$ cat src/rtl/lane_bank_map_pkg.sv
package lane_bank_map_pkg;

  localparam int MAP_FACTOR_W = 3;

  typedef enum logic [1:0] {
    MAP_INTERLEAVE = 2'd0,
    MAP_LINEAR     = 2'd1,
    MAP_SKEWED     = 2'd2
  } map_mode_e;

  localparam logic [1:0] MAP_RESERVED = 2'd3;

endpackage

$ cat src/rtl/lane_bank_map_cfg.sv
module lane_bank_map_cfg
  import lane_bank_map_pkg::*;
#(
  parameter int FACTOR_W = MAP_FACTOR_W
) (
  input  logic                clk,
  input  logic                rst,
  input  logic                wr_en,
  input  logic [1:0]          wr_mode,
  input  logic [FACTOR_W-1:0] wr_factor,
  output map_mode_e           mode_o,
  output logic [FACTOR_W-1:0] factor_o
);

  map_mode_e           mode_q;
  logic [FACTOR_W-1:0] factor_q;
  logic                accept;

  assign accept = wr_en && (wr_mode != MAP_RESERVED);

  always_ff @(posedge clk) begin
    if (rst) begin
      mode_q   <= MAP_INTERLEAVE;
      factor_q <= '0;
    end else if (accept) begin
      mode_q   <= map_mode_e'(wr_mode);
      factor_q <= wr_factor;
    end
  end

  assign mode_o   = mode_q;
  assign factor_o = factor_q;

  // the reserved code never reaches the held mode
  a_r7_no_reserved_mode: assert property (@(posedge clk) disable iff (rst)
    logic'(mode_q != map_mode_e'(MAP_RESERVED)));

  // without a write strobe the held rule does not move
  a_r8_cfg_holds: assert property (@(posedge clk) disable iff (rst)
    !wr_en |=> ($stable(mode_q) && $stable(factor_q)));

endmodule

$ cat src/rtl/lane_bank_map_lane.sv
module lane_bank_map_lane
  import lane_bank_map_pkg::*;
#(
  parameter int BANK_W   = 3,
  parameter int ENTRY_W  = 6,
  parameter int BYTE_W   = 2,
  parameter int FACTOR_W = MAP_FACTOR_W
) (
  input  logic [BYTE_W+BANK_W+ENTRY_W-1:0] addr_i,
  input  map_mode_e                        mode_i,
  input  logic [FACTOR_W-1:0]              factor_i,
  output logic [BANK_W-1:0]                bank_o,
  output logic [ENTRY_W-1:0]               entry_o,
  output logic [BYTE_W-1:0]                byte_o
);

  localparam int WORD_W = BANK_W + ENTRY_W;
  localparam int ADDR_W = BYTE_W + WORD_W;

  logic [WORD_W-1:0]   word;
  logic [BANK_W-1:0]   ilv_bank;
  logic [ENTRY_W-1:0]  ilv_entry;
  logic [BANK_W-1:0]   lin_bank;
  logic [ENTRY_W-1:0]  lin_entry;
  logic [FACTOR_W-1:0] shamt;
  logic [ENTRY_W-1:0]  shifted;
  logic [BANK_W-1:0]   skew_term;
  logic [BANK_W-1:0]   skew_bank;

  assign word      = addr_i[ADDR_W-1:BYTE_W];
  assign byte_o    = addr_i[BYTE_W-1:0];

  // interleaved split: low bits pick the bank
  assign ilv_bank  = word[BANK_W-1:0];
  assign ilv_entry = word[WORD_W-1:BANK_W];

  // linear split: high bits pick the bank
  assign lin_bank  = word[WORD_W-1:ENTRY_W];
  assign lin_entry = word[ENTRY_W-1:0];

  // c = 2^(k-1): the product is a left shift, and mod B keeps the low bits
  always_comb begin
    shamt     = factor_i - FACTOR_W'(1);
    shifted   = ilv_entry << shamt;
    skew_term = (factor_i == '0) ? '0 : shifted[BANK_W-1:0];
    skew_bank = ilv_bank + skew_term;
  end

  always_comb begin
    unique case (mode_i)
      MAP_LINEAR: begin
        bank_o  = lin_bank;
        entry_o = lin_entry;
      end
      MAP_SKEWED: begin
        bank_o  = skew_bank;
        entry_o = ilv_entry;
      end
      default: begin
        bank_o  = ilv_bank;
        entry_o = ilv_entry;
      end
    endcase
  end

  // a zero factor leaves the skewed bank equal to the interleaved bank
  always_comb begin
    if (mode_i == MAP_SKEWED && factor_i == '0)
      a_r5_zero_factor: assert (bank_o == addr_i[BYTE_W+BANK_W-1:BYTE_W]);
  end

endmodule

$ cat src/rtl/lane_bank_mapper.sv
module lane_bank_mapper
  import lane_bank_map_pkg::*;
#(
  parameter int LANES    = 4,
  parameter int BANK_W   = 3,
  parameter int ENTRY_W  = 6,
  parameter int BYTE_W   = 2,
  parameter int FACTOR_W = MAP_FACTOR_W
) (
  input  logic                                   clk,
  input  logic                                   rst,
  input  logic                                   cfg_we,
  input  logic [1:0]                             cfg_mode,
  input  logic [FACTOR_W-1:0]                    cfg_factor,
  input  logic                                   req_valid,
  input  logic [LANES*(BYTE_W+BANK_W+ENTRY_W)-1:0] req_addr,
  output logic                                   rsp_valid,
  output logic [LANES*BANK_W-1:0]                rsp_bank,
  output logic [LANES*ENTRY_W-1:0]               rsp_entry,
  output logic [LANES*BYTE_W-1:0]                rsp_byte
);

  localparam int ADDR_W = BYTE_W + BANK_W + ENTRY_W;

  map_mode_e           cur_mode;
  logic [FACTOR_W-1:0] cur_factor;

  logic [LANES*BANK_W-1:0]  map_bank;
  logic [LANES*ENTRY_W-1:0] map_entry;
  logic [LANES*BYTE_W-1:0]  map_byte;
  logic [LANES*BYTE_W-1:0]  in_byte;

  lane_bank_map_cfg #(
    .FACTOR_W (FACTOR_W)
  ) cfg_i (
    .clk       (clk),
    .rst       (rst),
    .wr_en     (cfg_we),
    .wr_mode   (cfg_mode),
    .wr_factor (cfg_factor),
    .mode_o    (cur_mode),
    .factor_o  (cur_factor)
  );

  for (genvar g = 0; g < LANES; g++) begin : g_lane
    lane_bank_map_lane #(
      .BANK_W   (BANK_W),
      .ENTRY_W  (ENTRY_W),
      .BYTE_W   (BYTE_W),
      .FACTOR_W (FACTOR_W)
    ) lane_i (
      .addr_i   (req_addr[g*ADDR_W +: ADDR_W]),
      .mode_i   (cur_mode),
      .factor_i (cur_factor),
      .bank_o   (map_bank[g*BANK_W +: BANK_W]),
      .entry_o  (map_entry[g*ENTRY_W +: ENTRY_W]),
      .byte_o   (map_byte[g*BYTE_W +: BYTE_W])
    );
    assign in_byte[g*BYTE_W +: BYTE_W] = req_addr[g*ADDR_W +: BYTE_W];
  end

  always_ff @(posedge clk) begin
    if (rst) begin
      rsp_valid <= 1'b0;
      rsp_bank  <= '0;
      rsp_entry <= '0;
      rsp_byte  <= '0;
    end else begin
      rsp_valid <= req_valid;
      if (req_valid) begin
        rsp_bank  <= map_bank;
        rsp_entry <= map_entry;
        rsp_byte  <= map_byte;
      end
    end
  end

  // one response per request, one cycle later
  a_r1_valid_follows: assert property (@(posedge clk) disable iff (rst)
    req_valid |=> rsp_valid);
  a_r1_no_spurious: assert property (@(posedge clk) disable iff (rst)
    !req_valid |=> !rsp_valid);

  // byte bits reach the output untouched
  a_r6_byte_pass: assert property (@(posedge clk) disable iff (rst)
    req_valid |=> (rsp_byte == $past(in_byte)));

  // idle cycles leave the result fields alone
  a_r10_hold: assert property (@(posedge clk) disable iff (rst)
    !req_valid |=> ($stable(rsp_bank) && $stable(rsp_entry) && $stable(rsp_byte)));

endmodule

$ cat config.mk
export PLATFORM = sky130hd
export DESIGN_NAME = lane_bank_mapper
export DESIGN_NICKNAME = d
export VERILOG_FILES = /design/src/rtl/lane_bank_map_pkg.sv /design/src/rtl/lane_bank_map_cfg.sv /design/src/rtl/lane_bank_map_lane.sv /design/src/rtl/lane_bank_mapper.sv
export SDC_FILE = /design/constraint.sdc
export NUM_CORES = 1
export LEC_CHECK = 0
export BUFFER_PORTS_ARGS = -buffer_cell sky130_fd_sc_hd__buf_4
export CORE_MARGIN = 4
export CORE_UTILIZATION = 50
export DETAILED_ROUTE_END_ITERATION = 6
export HOLD_SLACK_MARGIN = 0.08
export PLACE_DENSITY = 0.8
export SYNTH_ARGS = -nofsm -noshare
export SYNTH_HDL_FRONTEND = slang
export SYNTH_SLANG_ARGS = --single-unit
$ cat constraint.sdc
create_clock -name clk -period 3.7 [get_ports clk]
set_input_delay 0.74 -clock clk [delete_from_list [all_inputs] [get_ports clk]]
set_output_delay 0.74 -clock clk [all_outputs]
set_load 0.1 [all_outputs]
-- Yosys cells after proc, flatten, opt, wreduce, memory -nomap -nowiden
Index checks and enable logic that the tools add are counted.
Widths: inputs -> output; s select.
- register bits after elaboration: 50
- input port bits: 53
- shift operators: 4
- reductions and logical operators: 2
- add/subtract/negate cells: 5
- equal/unequal tests: 3
- mux-type cells: 12
- operator list (cell ; number):
    $mux 6 ; 4
    $pmux 3 s2 ; 4
    $shl 6x3->3 ; 4
    $add 3x3->3 ; 4
    $mux 3 ; 4
    $logic_not 3->1 ; 1
    $sub 3x1->3 const B ; 1
    $eq 2x1->1 const B ; 1
    $eq 2x2->1 const B ; 1
    $ne 2x2->1 const B ; 1
    $logic_and 1x1->1 ; 1

-- Depth between registers and ports, before layout
- word-level depth: 5
- depth in mapped cells: 16
- gate-level depth less buffers: 14

-- Modules after synthesis
A second synthesis with hierarchy kept.
- cells, all modules: 329
- area, all modules: 3170.5 um^2
- by module, submodules not included (module ; cells each ; area an instance (um^2) ; times used):
    lane_bank_mapper ; 144 ; 1625.3 ; 1
    lane_bank_map_lane ; 41 ; 329.1 ; 4
    lane_bank_map_cfg ; 21 ; 229.0 ; 1

-- Worst setup path before layout
Ideal clock, no wire load.
- kind: flip-flop to flip-flop
- start: register cfg_i.factor_q[0], in the netlist cfg_i.factor_o[0]
- end: register rsp_bank[11]
- setup time: 92 ps
- buffers on the path: 2
- slack: 668 ps
- stages on the path, launching flop included: 15
- arrival: 2940 ps
- required time: 3608 ps
- path through: dfxtp_1 > clkbuf_8 > inv_1 > ha_1 > and2_4 > or2_1 > clkbuf_2 > and2_2 > and3_1 > ha_1 > fa_1 > xor2_1 > and3_1 > o31a_1 > o32ai_1
- cells in the longest elaborated chain, start to end: 5
- elaborated cells between the ends (all ways): 6
- classes of those cells: 2 x add/sub; 1 x shift; 2 x mux; 1 x reduce/logical
- ends and longest elaborated chain (what ; RTL line ; text):
    from (decl) ; lane_bank_map_cfg.sv:16 ; logic [FACTOR_W-1:0] factor_q;
    from (signal assigned) ; lane_bank_map_cfg.sv:27 ; factor_q <= wr_factor;
    $sub 3x1->3 ; lane_bank_map_lane.sv:43 ; shamt = factor_i - FACTOR_W'(1);
    $shl 6x3->3 ; lane_bank_map_lane.sv:44 ; shifted = ilv_entry << shamt;
    $mux 3 (*) ; lane_bank_map_lane.sv:45 ; skew_term = (factor_i == '0) ? '0 : shifted[BANK_W-1:0];
    $add 3x3->3 (*) ; lane_bank_map_lane.sv:46 ; skew_bank = ilv_bank + skew_term;
    $pmux 3 s2 (*) ; lane_bank_map_lane.sv:50 ; unique case (mode_i)
    to (signal assigned) ; lane_bank_mapper.sv:71 ; rsp_bank <= map_bank;
    to (decl) ; lane_bank_mapper.sv:18 ; output logic [LANES*BANK_W-1:0] rsp_bank,
Every way passes the cells marked *; elsewhere a longest branch is shown, timed or not.
A chain may end at the register's enable or synchronous reset.

-- Worst setup path in the final report
- start: register cfg_i.factor_q[0], in the netlist cfg_i.factor_o[0]
- end: register rsp_bank[5]
The elaborated chain is that of the path after synthesis.

==> impl_summary.log <==
INFO  metric congestion_overflow_gr = 0
INFO  metric dieWidth = roughly 82 um
INFO  metric drive_above_1_share = 30.3%
INFO  metric synthCells = 296
INFO  metric layout.cells.most_common_list = sky130_fd_sc_hd__buf_4 (99), sky130_fd_sc_hd__nor2_1 (51), sky130_fd_sc_hd__dfxtp_1 (50)
INFO  metric fp.dieArea = 6690 um2
INFO  metric total_of_flip_flops_plus_latches_after_synthesis = 50
INFO  metric via_count_of_the_first_global_routing_pass = 2,338
INFO  metric rsz0062_at_grt = no
INFO  metric route.detailed.drc = 0
INFO  metric antennaDiodeCount = 0
INFO  metric worst_slew_pin_slew = 0.964 ns
INFO  metric synth_xor_xnor_area_share = 1.29%
INFO  metric critPathArrivalTime = 3.44 ns
INFO  metric timing.final.crit_share = 87.2%
INFO  metric ff_latch_area = 1000 um2
INFO  metric finalCoreUtilization = 68.7%
INFO  metric synthSimpleGateAreaFrac = 14.3%
INFO  metric syn-mean-instance-area = 9.20 um2
INFO  metric fillers = 462
INFO  metric synth.distinct_cells = 37
INFO  metric grt_start_max_net_pins = just over 50
INFO  metric end_kind = register
INFO  metric synth_top_family_by_area = multiplexers
INFO  metric slew_margin_rel = roughly 36%
INFO  metric route.detailed.vias_per_inst = 5.42
INFO  metric fin_crit = 3.23 ns
INFO  metric cts_resized = 0
INFO  metric vias = between 2,000 and 2,500
INFO  metric synth-compound-area-share = 16.7%
INFO  metric placed_instances = about 440
INFO  metric worst_vdd_drop = approximately 0.00036 V
INFO  metric maxClockFrequency = 310 MHz
INFO  metric setup_violations = 0
INFO  metric floorplan.die.height = 81.8 um
INFO  metric hpwlAfterDp = 5090 um
INFO  metric route.detailed.wl_per_inst = about 16 um
INFO  metric post_layout_nonfiller_instances = 450
INFO  metric detail_route_antenna_nets = 0
INFO  metric drt-pass1-iter-count = 4
INFO  metric clock_latency = just over 0.3 ns
INFO  metric worstPathMaxFanout = 9
INFO  metric cts_made_buffers = 5
INFO  metric skew = ~0.0066 ns
INFO  metric numClockSinks = 50
INFO  metric initial_antenna_violation_count = 0
INFO  metric maximum_clock_path_buffer_count = 2
INFO  metric numPortBuffers = 97
INFO  metric synth-main-ff-cell = sky130_fd_sc_hd__dfxtp_1
INFO  metric cts_hold_buffers = 0
INFO  metric synthAdderAreaFrac = 6.62%
INFO  metric clk_pin_slew_worst_paths = 0.10 ns
INFO  metric cellPowerDensity = 452 nW/um2
INFO  metric synth_seq_area_share = 36.8%
INFO  metric boundaryPins = 98
INFO  metric leakage = 1.62 nW
INFO  metric floorplan.initialDensity = 52.3%
INFO  metric synth_area = 2720 um2
INFO  metric crit_type = register to register
INFO  metric ctsRootBufferMaster = sky130_fd_sc_hd__clkbuf_8
INFO  metric core_area = 5200 um2
INFO  metric row_count = 26
INFO  metric syn_nets = 361
INFO  metric layout_nets = between 400 and 500
INFO  metric report.final.hold_viol_count = 0
INFO  metric tritoncts = done
INFO  metric mostFrequentLayoutCell = sky130_fd_sc_hd__buf_4
INFO  metric grt_first_pass_wirelength = 11,300 um
INFO  metric postCtsSetupBuffers = 0
INFO  metric first_iter_violations = 118
INFO  metric worstSetupStartpointType = register
INFO  metric maxCapViolations = 0
INFO  metric level_count_of_the_clock_h_tree = 2
INFO  metric synth.mux.area_fraction = 18.6%
INFO  metric timing_max_transition_violations_final = 0
INFO  metric layout-area-overhead-vs-synth = 31.3%
INFO  metric outcome = finished clean
INFO  metric worstPathRequired = roughly 4 ns
INFO  metric multi_input_comb_area = 1570 um2
INFO  metric gpl.final_weighted_congestion = 0.900
INFO  metric synth-edff-count = 0
INFO  metric grt_usage = 21.6%
INFO  metric totalNegativeSetupSlack = 0 ns
INFO  metric holdCritPathClass = register to register
INFO  metric async_reset_ff_share = 0%
INFO  metric ys_warn_count = 0
INFO  metric routed_wl = 7190 um
[layer usage]
layer | GRT usage (%) | vias up | share of wire, %
met1 | 28.3 | 1126 | 43
met5 | 0 | - | 0
met3 | 6.03 | 9 | 8.3
met2 | 35.4 | 91 | 48
met4 | 4.98 | 0 | 1.0
li1 | - | 1212 | -
[cells in the mapped netlist (all sizes together), types with 4 or more instances]
| cell type | instances | area share, % |
|---|---|---|
| buf | 6 | 1.3 |
| o21ai | 7 | 1.3 |
| inv | 9 | 1.2 |
| xor2 | 4 | 1.3 |
| nor2b | 6 | 1.4 |
| fa | 4 | 2.9 |
| nand2 | 9 | 1.2 |
| a22oi | 8 | 2.7 |
| ha | 8 | 3.7 |
| nand2b | 5 | 1.1 |
| a21oi | 9 | 1.7 |
| a211oi | 24 | 6.6 |
| nor2 | 51 | 7.0 |
| mux2i | 48 | 18 |
| clkbuf | 17 | 3.1 |
| and3 | 7 | 1.6 |
| o32ai | 4 | 1.3 |
| dfxtp | 50 | 37 |
[registers in the layout, summed over array words and instances, names as in the netlist]
| signal | cells |
|---|---|
| rsp_entry | 24 |
| rsp_bank | 12 |
| rsp_byte | 8 |
| cfg_i.factor_o | 3 |
| cfg_i.mode_o | 2 |
| rsp_valid | 1 |
[report_power, final]
| group | leakage, nW | internal, mW | switching (mW) |
|---|---|---|---|
| combinational | 1.14 | 0.157 | 0.397 |
| clock | 0.0683 | 0.271 | 0.192 |
| sequential | 0.414 | 0.577 | 0.0209 |
[layout make-up]
cell class | count | area share [%]
repair buffers | 99 | 20.8
well taps | 70 | 2.45
flip-flops and latches | 50 | 28.0
multi-input cells | 214 | 43.9
clock inverters | 3 | 1.93
inverters | 9 | 0.945
clock buffers | 5 | 1.93
[cells by family after synthesis]
group                      Yosys count
AOI/OAI and AO/OA                   62
xor gates and xnor gates             4
adders and majority gates           12
buffers and inverters               32
DFF                                 50
muxes                               50
and+or+nand+nor                     86
[per-stage QoR]
stage / setup WS (ns) / cell area (um2) / total power [mW] / hold WS [ns]
after floorplan: 0.668 / 2720 / 1.02 / 0.485
after global placement: 0.699 / 3440 / 1.16 / 0.473
after detailed placement: 0.553 / 3440 / 1.16 / 0.479
after CTS: 0.518 / 3570 / 1.63 / 0.492
after global routing: 0.269 / 3570 / 1.68 / 0.516
final: 0.474 / 3570 / 1.61 / 0.488
[worst max-delay path, stage by stage (launching register included)]
cell	delay (ns)
sky130_fd_sc_hd__dfxtp_1	0.35
sky130_fd_sc_hd__inv_1	0.10
sky130_fd_sc_hd__ha_1	0.22
sky130_fd_sc_hd__nor3_1	0.22
sky130_fd_sc_hd__or2_1	0.28
sky130_fd_sc_hd__and2_2	0.24
sky130_fd_sc_hd__and3_1	0.16
sky130_fd_sc_hd__ha_1	0.14
sky130_fd_sc_hd__inv_1	0.05
sky130_fd_sc_hd__fa_1	0.37
sky130_fd_sc_hd__xor2_1	0.16
sky130_fd_sc_hd__or2_2	0.29
sky130_fd_sc_hd__mux2i_1	0.15
sky130_fd_sc_hd__a2111oi_1	0.08
sky130_fd_sc_hd__o32ai_1	0.32
[path summary, 6_finish.rpt]
path                startpoint      endpoint  slack, ns  cells past startpoint
min reg2reg       rsp_entry[0]  rsp_entry[0]       0.49                      2
max reg2reg  cfg_i.factor_o[0]   rsp_bank[5]       0.47                     14
min               rsp_entry[0]  rsp_entry[0]       0.49                      2
max          cfg_i.factor_o[0]   rsp_bank[5]       0.47                     14
Note: power is estimated with default switching activity, not from simulation.
